**src/rtl/grp_level_enc_pkg.sv**
```systemverilog
package grp_level_enc_pkg;
  localparam int LOW_W   = 4;
  localparam int CROWD_W = 2;
  localparam int LEVEL_W = LOW_W + CROWD_W;

  localparam logic [CROWD_W-1:0] CROWD_CODE_2  = 2'd1;
  localparam logic [CROWD_W-1:0] CROWD_CODE_4  = 2'd2;
  localparam logic [CROWD_W-1:0] CROWD_CODE_16 = 2'd3;

  typedef struct packed {
    logic               err;
    logic [LEVEL_W-1:0] level;
  } enc_word_t;
endpackage

```
**src/rtl/gle_ones_run.sv**
```systemverilog
module gle_ones_run #(
  parameter int W  = 32,
  parameter int CW = $clog2(W + 1)
) (
  input  logic [W-1:0]  vec,
  output logic [CW-1:0] count
);
  always_comb begin
    logic run;
    run   = 1'b1;
    count = '0;
    for (int i = 0; i < W; i++) begin
      if (run && vec[i]) count = count + CW'(1);
      else               run   = 1'b0;
    end
  end
endmodule

```
**src/rtl/gle_crowd_map.sv**
```systemverilog
module gle_crowd_map
  import grp_level_enc_pkg::*;
#(
  parameter int CW = 4
) (
  input  logic [CW-1:0]      blk_ones,
  output logic [CROWD_W-1:0] field,
  output logic               unsupported
);
  logic [CW:0] crowd_val;
  assign crowd_val = {1'b0, blk_ones} + (CW+1)'(1);

  always_comb begin
    field       = '0;
    unsupported = 1'b0;
    case (crowd_val)
      (CW+1)'(1): field = CROWD_CODE_2;
      (CW+1)'(2): field = CROWD_CODE_4;
      (CW+1)'(4): field = CROWD_CODE_16;
      default:    unsupported = 1'b1;
    endcase
  end
endmodule

```
**src/rtl/gle_out_reg.sv**
```systemverilog
module gle_out_reg
  import grp_level_enc_pkg::*;
#(
  parameter int SIZE_W = 32
) (
  input  logic              clk,
  input  logic              rst,
  input  logic              load,
  input  enc_word_t         word_d,
  input  logic [SIZE_W-1:0] size_d,
  output logic              vld_q,
  output enc_word_t         word_q,
  output logic [SIZE_W-1:0] size_q
);
  always_ff @(posedge clk) begin
    if (rst) begin
      vld_q  <= 1'b0;
      word_q <= '0;
      size_q <= '0;
    end else begin
      vld_q <= load;
      if (load) begin
        word_q <= word_d;
        size_q <= size_d;
      end
    end
  end
endmodule

```
**src/rtl/grp_level_enc.sv**
```systemverilog
module grp_level_enc
  import grp_level_enc_pkg::*;
#(
  parameter int IDX_W     = 32,
  parameter int BLK_W     = 8,
  parameter int SIZE_W    = 32,
  parameter int IDX_LIMIT = 31
) (
  input  logic               clk,
  input  logic               rst,
  input  logic               in_vld,
  input  logic               in_ignore,
  input  logic               in_crowd,
  input  logic [IDX_W-1:0]   in_index,
  input  logic [BLK_W-1:0]   in_block,
  output logic               out_vld,
  output logic [LEVEL_W-1:0] out_level,
  output logic [SIZE_W-1:0]  out_size,
  output logic               out_err
);
  localparam int TW = $clog2(IDX_W + 1) + 1;
  localparam int BW = $clog2(BLK_W + 1);

  logic [TW-2:0]        idx_ones;
  logic [TW-1:0]        t_wide;
  logic [TW-1:0]        t_plus;
  logic [BW-1:0]        blk_ones;
  logic [CROWD_W-1:0]   crowd_field;
  logic                 crowd_unsup;
  logic                 idx_bad, crowd_bad, mode_bad, err_n, good_grp;
  logic [SIZE_W-1:0]    size_n;
  enc_word_t            word_n, word_q;

  gle_ones_run #(.W(IDX_W), .CW(TW-1)) u_idx_run (
    .vec(in_index), .count(idx_ones));

  gle_ones_run #(.W(BLK_W), .CW(BW)) u_blk_run (
    .vec(in_block), .count(blk_ones));

  gle_crowd_map #(.CW(BW)) u_crowd (
    .blk_ones(blk_ones), .field(crowd_field), .unsupported(crowd_unsup));

  assign t_wide    = {1'b0, idx_ones};
  assign t_plus    = t_wide + TW'(1);
  assign idx_bad   = in_ignore && (32'(t_wide) >= 32'(IDX_LIMIT));
  assign crowd_bad = in_ignore && in_crowd && crowd_unsup;
  assign mode_bad  = !in_ignore && in_crowd;
  assign err_n     = idx_bad || crowd_bad || mode_bad;
  assign good_grp  = in_ignore && !err_n;

  always_comb begin
    word_n.err   = err_n;
    word_n.level = '0;
    size_n       = '0;
    if (good_grp) begin
      word_n.level[LOW_W-1:0] = t_plus[LOW_W-1:0];
      if (in_crowd) word_n.level[LEVEL_W-1:LOW_W] = crowd_field;
      size_n = SIZE_W'(1) << t_plus;
    end
  end

  gle_out_reg #(.SIZE_W(SIZE_W)) u_out (
    .clk(clk), .rst(rst), .load(in_vld), .word_d(word_n), .size_d(size_n),
    .vld_q(out_vld), .word_q(word_q), .size_q(out_size));

  assign out_level = word_q.level;
  assign out_err   = word_q.err;
endmodule

```
**config.mk**
```make
export PLATFORM = sky130hd
export DESIGN_NAME = grp_level_enc
export DESIGN_NICKNAME = d
export VERILOG_FILES = /design/src/rtl/grp_level_enc_pkg.sv /design/src/rtl/gle_ones_run.sv /design/src/rtl/gle_crowd_map.sv /design/src/rtl/gle_out_reg.sv /design/src/rtl/grp_level_enc.sv
export SDC_FILE = /design/constraint.sdc
export NUM_CORES = 1
export LEC_CHECK = 0
export ABC_CLOCK_PERIOD_IN_PS = 42200
export BUFFER_PORTS_ARGS = -buffer_cell sky130_fd_sc_hd__buf_4
export CORE_MARGIN = 4
export CORE_UTILIZATION = 49
export CTS_CLUSTER_DIAMETER = 40
export DETAILED_ROUTE_END_ITERATION = 16
export PLACE_DENSITY_LB_ADDON = 0.05
export RECOVER_POWER = 25
export REMOVE_ABC_BUFFERS = 1
export SLEW_MARGIN = 20
export SYNTH_ARGS = -nofsm -noshare
export SYNTH_HDL_FRONTEND = slang
export SYNTH_SLANG_ARGS = --single-unit
```
**constraint.sdc**
```tcl
create_clock -name clk -period 42.2 [get_ports clk]
set_input_delay 8.44 -clock clk [delete_from_list [all_inputs] [get_ports clk]]
set_output_delay 8.44 -clock clk [all_outputs]
set_load 0.005 [all_outputs]
```
# Word level (Yosys, flattened, before mapping)
# Cells that the tools add are included.
# word_totals
reg_bits	40
latchBits	0
ram_bits	0
rom_bits	0
inputBits	45
output_inout_bits	40
wordCells	180
mem_count	0
# classes
add_sub_neg	40
multipliers	0
n_div	0
magnitude_cmp	1
eq_ne	3
shifts	1
n_mux	83
n_bitwise	0
n_reduce_logical	48
# op_table
op	count
$mux 6	32
$add 6x1->6 const B	31
$logic_and 1x1->1	43
$mux 1	41
$mux 32	1
$shl 1x7->32 const A	1
$add 4x1->4 const B	7
$mux 4	7
$add 6x1->7 const B	1
$ge 6x5->1 const B	1
$pmux 2 s3	1
$add 4x1->5 const B	1
$eq 5x1->1 const B	1
$eq 5x2->1 const B	1
$eq 5x3->1 const B	1
$reduce_or 3->1	1
$logic_not 1->1	2
$logic_or 1x1->1	2
$mux 2	1

# Depth between registers and ports, before layout
# Gate-level depths: netlist of the first run.
# logic_depth
depth_word	70
depth_mapped	101
depth_no_buf	101

# By module
# From an unflattened synthesis of the first run, not the netlist that was laid out.
# unflattened
cells_unflattened	847
area_unflattened_um2	6271.0
# modules_own_cells
module	n_inst	cells_per_inst	area_per_inst_um2	seq_area_each_um2
gle_ones_run (u_idx_run)	1	576	3928.8	0.0
gle_out_reg	1	128	1450.1	800.8
grp_level_enc	1	94	549.3	0.0
gle_ones_run (u_blk_run)	1	43	304.0	0.0
gle_crowd_map	1	6	38.8	0.0

# Least setup slack after synthesis of the first run
# Ideal clock, no wire load.
# synth_timing
kind	input to register
from	input port in_index[2]
to	register u_out.size_q[2]
setup_time_ns	0.071
arrival_ns	25.350
setup_slack_ns	16.779
stages	100
path_buffers	0
cell_sequence	inv_1 > a21boi_0 > ha_1 > inv_1 > a31oi_1 > ha_1 > a21o_1 > ha_1 > mux2i_1 > nor3_1 > or2_2 > ha_1 > mux2_2 > ha_1 > mux2i_1 > mux2i_1 > a21o_1 > ha_1 > (+64 left out) > inv_1 > o21ai_0 > ha_1 > mux2i_1 > o21ai_0 > ha_1 > mux2i_1 > nand2_1 > o21ai_0 > o21ai_0 > ha_1 > mux2_2 > ha_1 > xnor2_1 > inv_1 > nor3_1 > nand3_1 > o21ai_1
# synth_via
elab_chain_len	67
# synth_rtl
item	line	rtl
start, declared	grp_level_enc.sv:14	input logic [IDX_W-1:0] in_index,
$logic_and 1x1->1 *	gle_ones_run.sv:13	if (run && vec[i]) count = count + CW'(1);
$mux 6 or $mux 1 (tied branches)	gle_ones_run.sv:13	
$add 6x1->6 or $logic_and 1x1->1 (tied branches)	gle_ones_run.sv:13	
$mux 6 or $mux 1 (tied branches)	gle_ones_run.sv:13	
$add 6x1->6 or $logic_and 1x1->1 (tied branches)	gle_ones_run.sv:13	
$mux 6 or $mux 1 (tied branches)	gle_ones_run.sv:13	
$add 6x1->6 or $logic_and 1x1->1 (tied branches)	gle_ones_run.sv:13	
$mux 6 or $mux 1 (tied branches)	gle_ones_run.sv:13	
(+50 left out)	n/a	
$add 6x1->6 or $logic_and 1x1->1 (tied branches)	gle_ones_run.sv:13	
$mux 6 *	gle_ones_run.sv:13	
$ge 6x5->1	grp_level_enc.sv:45	assign idx_bad = in_ignore && (32'(t_wide) >= 32'(IDX_LIMIT));
$logic_and 1x1->1	grp_level_enc.sv:45	
$logic_or 1x1->1 (2 in series)	grp_level_enc.sv:48	assign err_n = idx_bad || crowd_bad || mode_bad;
$logic_not 1->1	grp_level_enc.sv:49	assign good_grp = in_ignore && !err_n;
$logic_and 1x1->1	grp_level_enc.sv:49	
$mux 32 *	grp_level_enc.sv:55	if (good_grp) begin
end signal, assigned	gle_out_reg.sv:24	size_q <= size_d;
end, declared	gle_out_reg.sv:13	output logic [SIZE_W-1:0] size_q
# Every way passes the cells marked *; elsewhere a longest branch is shown, timed or not.
# A chain may end at the register's enable or synchronous reset.

# Final worst setup path of the first run
# layout_timing
from	input port in_index[2]
to	register u_out.size_q[10]
# Same word-level chain as after synthesis.

==> results of run 1 <==
[registers in the layout, summed over array words and instances (netlist names)]
register and count:
u_out.size_q 32, u_out.vld_q 1, u_out.word_q 7
[critical path, delay by kind of cell]
kind / cells / cell delay, ns
adders and majority gates: 29 / 8.78
AOI/OAI and AO/OA: 24 / 3.86
and+or+nand+nor: 24 / 3.04
xor gates and xnor gates: 1 / 0.45
buffers and inverters: 5 / 0.45
muxes: 15 / 2.47
[through the flow]
step	utilization	hold slack, ns	std cells
4_1_cts	0.578	0.448	1139
3_5_place_dp	0.565	0.439	1131
2_1_floorplan	-	0.439	872
6_report	0.577	0.441	1139
5_1_grt	0.577	0.469	1139
3_3_place_gp	0.565	0.436	1131
[synthesized netlist by cell type, types with 13 or more instances]
master / number
sky130_fd_sc_hd__a21oi_1: 34
sky130_fd_sc_hd__and2_1: 13
sky130_fd_sc_hd__and3_1: 18
sky130_fd_sc_hd__clkbuf_1: 13
sky130_fd_sc_hd__dfxtp_1: 40
sky130_fd_sc_hd__ha_1: 35
sky130_fd_sc_hd__inv_1: 37
sky130_fd_sc_hd__mux2i_1: 27
sky130_fd_sc_hd__nand2_1: 138
sky130_fd_sc_hd__nand3_1: 40
sky130_fd_sc_hd__nand4_1: 29
sky130_fd_sc_hd__nor2_1: 75
sky130_fd_sc_hd__nor3_1: 33
sky130_fd_sc_hd__o21ai_0: 42
sky130_fd_sc_hd__o21ai_1: 38
sky130_fd_sc_hd__xnor2_1: 45
sky130_fd_sc_hd__xor2_1: 16
[kinds of logic after synthesis]
kind of cell,Yosys count,synth area share
muxes,36,0.0592
buffers and inverters,60,0.0376
adders and majority gates,35,0.0686
DFF,40,0.125
xor gates and xnor gates,80,0.142
AOI/OAI and AO/OA,222,0.233
and+or+nand+nor,422,0.334
[where the power goes]
part	internal, W	leakage (nW)	switching [W]
registers	0.0000381	0.323	0.000000167
clock network	0.0000281	0.0804	0.0000146
logic	0.0000128	2.56	0.0000191
[placed cells by master, fill, tap and decap left out, drive strengths merged, types with 7 or more instances in the layout]
cell,count
nand3,40
a21boi,13
a211oi,9
nor2,78
buf,67
ha,35
nand2,142
a21o,9
xor2,19
a31oi,7
nor4,14
a21oi,35
nand4,31
nand2b,7
mux2,8
mux2i,28
and2,13
xnor2,55
and3,18
inv,38
nor3,37
or2,8
dfxtp,40
o21ai,81
o211ai,12
clkbuf,25
[metal layers]
metal | vias to the layer above | track usage
met5 | - | 0
met4 | 0 | 0.0581
met3 | 28 | 0.0153
met2 | 180 | 0.427
met1 | 3068 | 0.298
li1 | 3427 | -
[path summary, 6_finish.rpt]
path | end | slack (ns) | cells after the start
worst max-delay path | u_out.size_q[10] | 14.88 | 98
worst min-delay path | u_out.word_q[3] | 0.44 | 2
worst max register to register | u_out.word_q[0] | 41.58 | 1
worst min register to register | u_out.word_q[3] | 0.44 | 2
[cell type report]
class | instances | area share
clock buffer | 5 | 0.0171
sequential | 40 | 0.109
clock inverter | 3 | 0.00633
multi-input combinational | 795 | 0.731
inverter | 37 | 0.0190
tap | 172 | 0.0294
timing repair buffer | 87 | 0.0877
==> run summary, run 1 <==
Clock tree
• sky130_fd_sc_hd__clkbuf_16 — clock root buffer
• 2 — H-tree lvl count
• 2 — Clock Path Buffers
• 0.27 ns — insertion delay to the later sink of the worst-skew pair
• 40 — clock tree sinks
• 0 — Post-CTS Repair Setup Buffers
• 5 — TritonCTS Buffers
• built — CTS tree
• 0.06 ns — clock input transition at the sequential cells of the worst setup and hold paths
• 0 — post-cts sizing count
• 0 — CTS hold repair buffers

Route
• 8620 um — sum of met2 wire segment lengths after detailed routing
• 17600 um — total wirelength of the detailed-routed design
• 15.4 um — drt wl/cell
• met4 — highest metal layer used by the detailed router
• 0 — remaining antenna violation count after routing
• 7850 um — met1 routed wirelength after detailed routing
• 5 — router iterations before antenna repair
• 0 — DRC violation count after routing
• 773 um — DR WL met3
• 6703 — vias after detailed routing
• 380 — 1st-iter DRT viols
• 5.88 — post-detailed-route via-to-cell ratio

Power and ir drop
• 2.96 nW — leak pwr
• 20.6 uV — maximum ir drop on the vdd rail
• 15.4 nW/um2 — pwr dens
• 0.000113 W — overall power

Setup path
• sky130_fd_sc_hd__xnor2_1 — Max stage delay cell, worst path
• in_index[2] — startpoint of the worst setup timing path
• sky130_fd_sc_hd__ha_1 — Critical Path Most Common Cell
• 27.52 ns — arrival time of data at the critical path endpoint
• in2reg — type of the setup path with the least slack
• flip-flop — crit end category
• u_out.word_q[0] — startpoint of the worst-slack reg-to-reg timing path
• 0.45 ns — slowest stage delay, CP
• 17 — worst-path fanout max
• 42.40 ns — critical path data required time
• input port — kind of launch point of the worst setup path

Synth
• 0.125 — sequential fraction of the synthesis area
• sky130_fd_sc_hd__dfxtp_1 13%, sky130_fd_sc_hd__nand2_1 8.1%, sky130_fd_sc_hd__ha_1 6.9% — most area-consuming cells after synthesis
• 6390 um2 — netlist area before placement
• 0 — number of flops mapped to enable cells by yosys
• 40 — total of flip-flops plus latches after synthesis
• 895 — Syn Inst Count
• 90 — distinct cell type count after synthesis
• sky130_fd_sc_hd__dfxtp_1 — top cell type by total area after synthesis
• 0 — yosys warns
• 7.14 um2 — mean post-synth cell area
• 0 — FFs w/ async S/R, synth
• 0.125 — post-synth top area share
• sky130_fd_sc_hd__dfxtp_1 — Synth Flop Type

Die
• 122 um — width of the chip
• 12700 um2 — core region area
• 14900 um2 — Die Area
• 85 — Ports
• 122 um — die boundary height
• 41 — placement row count
• 0.504 — initial core utilization

Place
• 0.930 — gp weighted congestion
• 7160 um2 — placed instance area
• 84 — PortBufs
• 14400 um — detailed placement HPWL
• 14.76 ns — post-placement setup slack

STA
• 0.647 — share of the clock period used by the worst path after layout
• 0.375 — Max transition margin
• 0 ns — worst clock skew
• 0 ns — Total Negative Setup Slacks
• no — RSZ-0062 raised after global routing
• 36.6 MHz — Achievable Freq
• 14.88 ns — setup slack of the critical path after layout
• 0.929 ns — Slew @ Worst Pin
• 0 — max-slew violations
• 0 — Setup Viol. Count Final
• 27.32 ns — time the final worst path needs with I/O delays and setup
• 0 — Hold Vio Cnt, Final

Outcome
• complete, no violations — outcome

Global route
• 0.234 — GRT Overall Usage
• 40 — largest net degree at the start of global routing
• 0 — aggregate global routing overflow
• 6226 — vias in the first global route
• 29500 um — wire length of the first global-routing pass
• 0 — number of antenna violations at the first check in global routing

Layout
• 14.6% — area growth from synthesis to final layout
• 0.160 — proportion of layout cells with a drive suffix above 1
• 7320 um2 — total non-filler cell area in the finished layout
• 801 um2 — area occupied by registers
• 0 — Ant. Diodes
• 1258 — Fillers
• 5350 um2 — area occupied by multi-input gates
• 1046 — net total in the final layout

Run
• 0 — count of maximum capacitance violations

Min path
• reg2reg — type of the most critical hold path
• u_out.word_q[3] — startpoint of the worst hold path

Power figures use the tool's default switching activity.
==> inputs of run 2 (changes only) <==
- ABC_CLOCK_PERIOD_IN_PS: 42200 -> 26000
- clock period: 42.2 -> 26 ns (I/O delays scaled with it)
==> run 2 against run 1 <==
Net effect: critical path depth did not move; sequential cell count did not move; largest power group unchanged; global-route usage fell by 0.35 points; sequential share of layout area barely moved; non-clock buffer count did not move; final area rose by 0.14%; final cell count did not move; sequential power rose by 62%; first-iteration DRC count rose by 6.3%; clock power rose by 67%; clock skew did not move; critical path type unchanged.
==> run summary, run 2 (synthesis results as in run 1) <==
Outcome
• complete, no violations — outcome, unchanged

Power and ir drop
• 25.2 nW/um2 — pwr dens, was 15.4 nW/um2
• 2.98 nW — leak pwr, was 2.96 nW
• 23.2 uV — maximum ir drop on the vdd rail, was 20.6 uV

Die
• 14900 um2 — Die Area, unchanged
• 0.504 — initial core utilization, unchanged
• 41 — placement row count, unchanged
• 122 um — die boundary height, unchanged
• 12700 um2 — core region area, unchanged
• 122 um — width of the chip, unchanged
• 85 — Ports, unchanged

Clock tree
• sky130_fd_sc_hd__clkbuf_16 — clock root buffer, unchanged
• 5 — TritonCTS Buffers, unchanged
• 2 — Clock Path Buffers, unchanged
• 0 — CTS hold repair buffers, unchanged
• 0.28 ns — insertion delay to the later sink of the worst-skew pair, was 0.27 ns
• 0 — post-cts sizing count, unchanged
• 0 — Post-CTS Repair Setup Buffers, unchanged
• 40 — clock tree sinks, unchanged
• built — CTS tree, unchanged
• 0.06 ns — clock input transition at the sequential cells of the worst setup and hold paths, about the same
• 2 — H-tree lvl count, unchanged

Layout
• u_out.size_q — Most flops, register, unchanged
• 14.7% — area growth from synthesis to final layout, was 14.6%
• 0.161 — proportion of layout cells with a drive suffix above 1, was 0.160
• 801 um2 — area occupied by registers, unchanged
• 138 x sky130_fd_sc_hd__nand2_1, 74 x sky130_fd_sc_hd__nor2_1, 67 x sky130_fd_sc_hd__buf_4, 45 x sky130_fd_sc_hd__xnor2_1, 42 x sky130_fd_sc_hd__o21ai_0 — highest-count cells in the layout ignoring fill and taps, unchanged
• 5350 um2 — area occupied by multi-input gates, unchanged
• sky130_fd_sc_hd__nand2_1 — most common cell after layout, fill and taps aside, unchanged
• 1046 — net total in the final layout, unchanged
• 32 — Largest register FFs, unchanged
• 0.578 — final core utilization, was 0.577
• 0 — Ant. Diodes, unchanged
• u_out.size_q: 32 flops, u_out.word_q: 7 flops, u_out.vld_q: 1 flops — largest registers, unchanged
• 1254 — Fillers, was 1258

Route
• 15.3 um — drt wl/cell, was 15.4 um
• 0 — DRC violation count after routing, unchanged
• 5 — router iterations before antenna repair, unchanged
• 404 — 1st-iter DRT viols, was 380
• 17400 um — total wirelength of the detailed-routed design, was 17600 um
• 6714 — vias after detailed routing, was 6703
• 0 — remaining antenna violation count after routing, unchanged
• 5.89 — post-detailed-route via-to-cell ratio, was 5.88

STA
• 0 — Setup Viol. Count Final, unchanged
• 0 ns — worst clock skew, unchanged
• 0 — Hold Vio Cnt, Final, unchanged
• 0.367 — Max transition margin, was 0.375
• no — RSZ-0062 raised after global routing, unchanged
• 0 — max-slew violations, unchanged
• 0.941 ns — Slew @ Worst Pin, was 0.929 ns
• 0.922 — share of the clock period used by the worst path after layout
• 0 ns — Total Negative Setup Slacks, unchanged
• 0.446 ns — hold slack, was 0.441 ns
• 23.98 ns — time the final worst path needs with I/O delays and setup
• 41.7 MHz — Achievable Freq

Place
• 0.937 — gp weighted congestion, was 0.930
• 14300 um — detailed placement HPWL, was 14400 um
• 84 — PortBufs, unchanged

Setup path
• 0.44 ns — slowest stage delay, CP, was 0.45 ns
• 17 — worst-path fanout max, unchanged
• sky130_fd_sc_hd__ha_1 — Max stage delay cell, worst path, was sky130_fd_sc_hd__xnor2_1
• in2reg — type of the setup path with the least slack, unchanged
• flip-flop — crit end category, unchanged
• 24.18 ns — arrival time of data at the critical path endpoint, was 27.52 ns
• 26.21 ns — critical path data required time, was 42.40 ns
• input port — kind of launch point of the worst setup path, unchanged
• sky130_fd_sc_hd__ha_1 — Critical Path Most Common Cell, unchanged

Global route
• 0.230 — GRT Overall Usage, was 0.234
• 0 — aggregate global routing overflow, unchanged
• 0 — number of antenna violations at the first check in global routing, unchanged
• 40 — largest net degree at the start of global routing, unchanged
• 28900 um — wire length of the first global-routing pass, was 29500 um
• 6117 — vias in the first global route, was 6226

Min path
• reg2reg — type of the most critical hold path, unchanged

Run
• 0 — count of maximum capacitance violations, unchanged

[run 2: where the power goes]
group | internal (W) | total (W) | switching, W
Clock | 0.0000480 | 0.0000711 | 0.0000231
Sequential | 0.0000619 | 0.0000621 | 0.000000280
Combinational | 0.0000208 | 0.0000517 | 0.0000309
Total | 0.000131 | 0.000185 | 0.0000543
[run 2: final timing paths]
kind	startpoint	end	slack (ns)	cells past startpoint
min	u_out.size_q[17]	u_out.size_q[17]	0.45	2
min reg2reg	u_out.size_q[17]	u_out.size_q[17]	0.45	2
max reg2reg	u_out.word_q[0]	u_out.word_q[0]	25.36	1
max	in_index[2]	u_out.size_q[0]	2.02	98
[run 2: critical path: cells and delay by family]
| family | cells | cell delay (ns) |
|---|---|---|
| buffers and inverters | 5 | 0.44 |
| AND/OR/NAND/NOR | 24 | 3.05 |
| XOR/XNOR | 1 | 0.43 |
| adder cells (fa/ha/maj) | 29 | 8.79 |
| AO/OA/AOI/OAI | 24 | 3.80 |
| multiplexers | 15 | 2.44 |
[run 2: layout make-up]
cell class / instances / area share
Tap cell: 172 / 0.0294
Sequential cell: 40 / 0.109
Timing Repair Buffer: 87 / 0.0881
Clock inverter: 2 / 0.00529
Multi-Input combinational cell: 795 / 0.730
Clock buffer: 6 / 0.0190
Inverter: 37 / 0.0190
[run 2: layer usage]
layer | vias to the layer above | wire (um) | global-route usage
met5 | - | 0 | 0
met4 | 0 | 306 | 0.0546
met3 | 25 | 713 | 0.0144
met2 | 171 | 8560 | 0.419
met1 | 3086 | 7850 | 0.297
li1 | 3432 | - | -
[run 2: through the flow]
step           total power (W)  setup slack (ns)  instance area, um2  std cells
2_1_floorplan        0.0000959              3.80                6280        872
3_3_place_gp          0.000114              2.40                7160       1131
3_5_place_dp          0.000115              1.93                7160       1131
4_1_cts               0.000186              2.09                7330       1139
5_1_grt               0.000194             0.322                7330       1139
6_report              0.000185              2.02                7330       1139
==> inputs of run 3 (changes only) <==
- SYNTH_HIERARCHICAL: default -> 1
==> run 3 against run 2 <==
Net effect: largest power group is now combinational cells; largest cell class unchanged; utilization is 2.1 points lower; clock skew stayed put; final area is 4.4% lower; critical path type unchanged; the flow now finishes with violations (capacitance limit, slew limit).
==> run summary, run 3 <==
Layout
• u_out/size_q: 32 flops, u_out/word_q: 7 flops, u_out/vld_q: 1 flops — largest registers, was u_out.size_q: 32 flops, u_out.word_q: 7 flops, u_out.vld_q: 1 flops
• 1071 — post-layout instance count excluding filler cells, was 1139
• 0 — Ant. Diodes, unchanged
• 0.158 — proportion of layout cells with a drive suffix above 1, was 0.161
• u_out/size_q — Most flops, register, was u_out.size_q
• 11.6% — area growth from synthesis to final layout, was 14.7%
• 113 x sky130_fd_sc_hd__nor2_1, 78 x sky130_fd_sc_hd__nand2_1, 64 x sky130_fd_sc_hd__buf_4, 56 x sky130_fd_sc_hd__mux2i_1, 54 x sky130_fd_sc_hd__o21ai_0 — highest-count cells in the layout ignoring fill and taps, was 138 x sky130_fd_sc_hd__nand2_1, 74 x sky130_fd_sc_hd__nor2_1, 67 x sky130_fd_sc_hd__buf_4, 45 x sky130_fd_sc_hd__xnor2_1, 42 x sky130_fd_sc_hd__o21ai_0
• 7000 um2 — total non-filler cell area in the finished layout, was 7330 um2
• sky130_fd_sc_hd__nor2_1 — most common cell after layout, fill and taps aside, was sky130_fd_sc_hd__nand2_1
• 32 — Largest register FFs, unchanged
• 1236 — Fillers, was 1254
• 980 — net total in the final layout, was 1046

Route
• 0 — remaining antenna violation count after routing, unchanged
• 451 — 1st-iter DRT viols, was 404
• 16100 um — total wirelength of the detailed-routed design, was 17400 um
• 5.77 — post-detailed-route via-to-cell ratio, was 5.89
• 15.0 um — drt wl/cell, was 15.3 um
• 5 — router iterations before antenna repair, unchanged
• 6185 — vias after detailed routing, was 6714
• 0 — DRC violation count after routing, unchanged

STA
• 0 ns — Total Negative Setup Slacks, unchanged
• 0 ns — worst clock skew, unchanged
• 2.77 ns — Slew @ Worst Pin, was 0.941 ns
• 49.5 MHz — Achievable Freq, was 41.7 MHz
• 20.20 ns — time the final worst path needs with I/O delays and setup, was 23.98 ns
• 0.777 — share of the clock period used by the worst path after layout, was 0.922
• 5.80 ns — setup slack of the critical path after layout, was 2.02 ns
• 0 — Hold Vio Cnt, Final, unchanged
• -0.847 — Max transition margin, was 0.367
• 0 — Setup Viol. Count Final, unchanged
• no — RSZ-0062 raised after global routing, unchanged
• 41 — max-slew violations, was 0

Setup path
• u_out/size_q[7] — capturing point of the worst reg2reg path, was u_out.word_q[0]
• sky130_fd_sc_hd__or3_1 — Max stage delay cell, worst path, was sky130_fd_sc_hd__ha_1
• 0.53 ns — slowest stage delay, CP, was 0.44 ns
• 26.21 ns — critical path data required time, about the same
• 8 — worst-path fanout max, was 17
• flip-flop — crit end category, unchanged
• 20.40 ns — arrival time of data at the critical path endpoint, was 24.18 ns
• 5 — buffer and inverter count on the worst path, unchanged
• 2 — number of cell instances on the worst register-to-register path, was 1
• input port — kind of launch point of the worst setup path, unchanged
• adder cells — CP delay by family, top, unchanged
• in2reg — type of the setup path with the least slack, unchanged
• u_out/size_q[7] — startpoint of the worst-slack reg-to-reg timing path, was u_out.word_q[0]
• 25.26 ns — Worst R2R Setup Slack, was 25.36 ns
• sky130_fd_sc_hd__ha_1 — Critical Path Most Common Cell, unchanged

Die
• 121 um — die boundary height, was 122 um
• 0.499 — initial core utilization, was 0.504
• 85 — Ports, unchanged
• 12600 um2 — core region area, was 12700 um2
• 121 um — width of the chip, was 122 um
• 41 — placement row count, unchanged
• 14700 um2 — Die Area, was 14900 um2

Synth
• 847 — Syn Inst Count, was 895
• 6 — yosys warns, was 0
• 0.128 — sequential fraction of the synthesis area, was 0.125
• sky130_fd_sc_hd__dfxtp_1 — top cell type by total area after synthesis, unchanged
• 6270 um2 — netlist area before placement, was 6390 um2
• 7.40 um2 — mean post-synth cell area, was 7.14 um2
• 113 x sky130_fd_sc_hd__nor2_1, 78 x sky130_fd_sc_hd__nand2_1, 56 x sky130_fd_sc_hd__mux2i_1, 54 x sky130_fd_sc_hd__o21ai_0, 48 x sky130_fd_sc_hd__a21oi_1 — leading post-synthesis cells by instance count, was 138 x sky130_fd_sc_hd__nand2_1, 75 x sky130_fd_sc_hd__nor2_1, 45 x sky130_fd_sc_hd__xnor2_1, 42 x sky130_fd_sc_hd__o21ai_0
• 0 — FFs w/ async S/R, synth, unchanged
• 0.128 — post-synth top area share, was 0.125
• sky130_fd_sc_hd__dfxtp_1 — Synth Flop Type, unchanged
• sky130_fd_sc_hd__nor2_1 — most frequent cell after synthesis, was sky130_fd_sc_hd__nand2_1
• 0 — number of flops mapped to enable cells by yosys, unchanged
• 40 — total of flip-flops plus latches after synthesis, unchanged
• 92 — distinct cell type count after synthesis, was 90
• sky130_fd_sc_hd__dfxtp_1 13%, sky130_fd_sc_hd__mux2i_1 8.9%, sky130_fd_sc_hd__ha_1 7.4% — most area-consuming cells after synthesis, was sky130_fd_sc_hd__dfxtp_1 13%, sky130_fd_sc_hd__nand2_1 8.1%, sky130_fd_sc_hd__ha_1 6.9%

Clock tree
• 0 — Post-CTS Repair Setup Buffers, unchanged
• 5 — TritonCTS Buffers, unchanged
• built — CTS tree, unchanged
• 2 — H-tree lvl count, unchanged
• 2 — Clock Path Buffers, unchanged
• 0.28 ns — insertion delay to the later sink of the worst-skew pair, about the same
• 0 — CTS hold repair buffers, unchanged
• 40 — clock tree sinks, unchanged
• sky130_fd_sc_hd__clkbuf_16 — clock root buffer, unchanged
• 0 — post-cts sizing count, unchanged
• 0.06 ns — clock input transition at the sequential cells of the worst setup and hold paths, about the same

Outcome
• finished with violations — outcome, was complete, no violations
• capacitance limit, slew limit — violated checks

Power and ir drop
• 26.8 uV — maximum ir drop on the vdd rail, was 23.2 uV
• 26.4 nW/um2 — pwr dens, was 25.2 nW/um2
• 3.05 nW — leak pwr, was 2.98 nW

Min path
• 2 — Min-Delay Path Depth, unchanged
• u_out/size_q[11] — WHS Endpoint, was u_out.size_q[17]
• reg2reg — type of the most critical hold path, unchanged
• u_out/size_q[11] — startpoint of the worst hold path, was u_out.size_q[17]

Global route
• 5839 — vias in the first global route, was 6117
• 0 — number of antenna violations at the first check in global routing, unchanged
• 41 — largest net degree at the start of global routing, was 40
• 0.217 — GRT Overall Usage, was 0.230
• 27300 um — wire length of the first global-routing pass, was 28900 um
• 0 — aggregate global routing overflow, unchanged

Run
• 1 — count of maximum capacitance violations, was 0

Place
• 5.77 ns — post-placement setup slack, was 1.93 ns
• 84 — PortBufs, unchanged
• 12700 um — detailed placement HPWL, was 14300 um
• 1063 — Post-Place Cells, was 1131
• 0.865 — gp weighted congestion, was 0.937
• 6860 um2 — placed instance area, was 7160 um2

==> run 3: changes by cell type after synthesis, moves of 9 or more <==
cell                       delta
sky130_fd_sc_hd__nand2_1     -60
sky130_fd_sc_hd__nand2b_1    +11
sky130_fd_sc_hd__o21ai_0     +12
sky130_fd_sc_hd__a21oi_1     +14
sky130_fd_sc_hd__mux2i_1     +29
sky130_fd_sc_hd__nand4_1     -18
sky130_fd_sc_hd__xnor2_1     -16
sky130_fd_sc_hd__nand3_1     -12
sky130_fd_sc_hd__nor2_1      +38
sky130_fd_sc_hd__and3_1       +9
sky130_fd_sc_hd__o21ai_1     -36
==> run 3: routing by layer <==
layer	vias to the layer above	global-route usage	part of all wire
li1	3133	-	-
met1	2864	0.299	0.46
met2	171	0.372	0.48
met3	17	0.0219	0.050
met4	0	0.0364	0.011
met5	-	0	0
==> run 3: cell type report <==
type,count,area [um2],share of cell area
clock inverters,3,18.8,0.00268
repair buffers,84,627,0.0895
inverters,38,143,0.0204
well taps,172,215,0.0307
flip-flops and latches,40,801,0.114
clock buffers,5,125,0.0179
multi-input cells,729,5070,0.724
==> run 3: worst max path at each step <==
stage / cells past startpoint / end / startpoint / slack (ns)
2_1_floorplan: 79 / u_out/size_q[4] / in_index[2] / 7.53
3_3_place_gp: 79 / u_out/size_q[4] / in_index[0] / 6.36
3_5_place_dp: 80 / u_out/size_q[4] / in_index[2] / 5.77
4_1_cts: 80 / u_out/size_q[4] / in_index[2] / 5.96
5_1_grt: 80 / u_out/size_q[4] / in_index[1] / 4.46
6_report: 80 / u_out/size_q[4] / in_index[2] / 5.80
==> run 3: cells by family (layout without fill, tap and decap cells) <==
| logic type | Yosys count | after routing | share of synthesized area |
|---|---|---|---|
| mux | 66 | 66 | 0.108 |
| fa+ha+maj | 38 | 38 | 0.0754 |
| compound gates | 177 | 177 | 0.179 |
| buf+inv | 78 | 130 | 0.0636 |
| xor+xnor | 63 | 63 | 0.129 |
| simple gates | 385 | 385 | 0.317 |
| flops | 40 | 40 | 0.128 |
==> run 3: worst min-delay path, cell delays in order, from the launching register on <==
cell                      delay [ns]
sky130_fd_sc_hd__dfxtp_1        0.32
sky130_fd_sc_hd__mux2i_1        0.06
sky130_fd_sc_hd__nor2_1         0.07
==> run 3: stage by stage <==
step / util / hold WS (ns) / total power (W)
floorplan: - / 0.485 / 0.000103
global placement: 0.546 / 0.474 / 0.000124
global route: 0.557 / 0.523 / 0.000197
CTS: 0.557 / 0.498 / 0.000186
detailed placement: 0.546 / 0.484 / 0.000126
finish: 0.557 / 0.489 / 0.000185
==> run 3: power breakdown <==
group / switching [W] / total [W] / internal (W)
Sequential: 0.000000432 / 0.0000625 / 0.0000620
Combinational: 0.0000368 / 0.0000632 / 0.0000264
Clock: 0.0000241 / 0.0000595 / 0.0000353
Total: 0.0000614 / 0.000185 / 0.000124
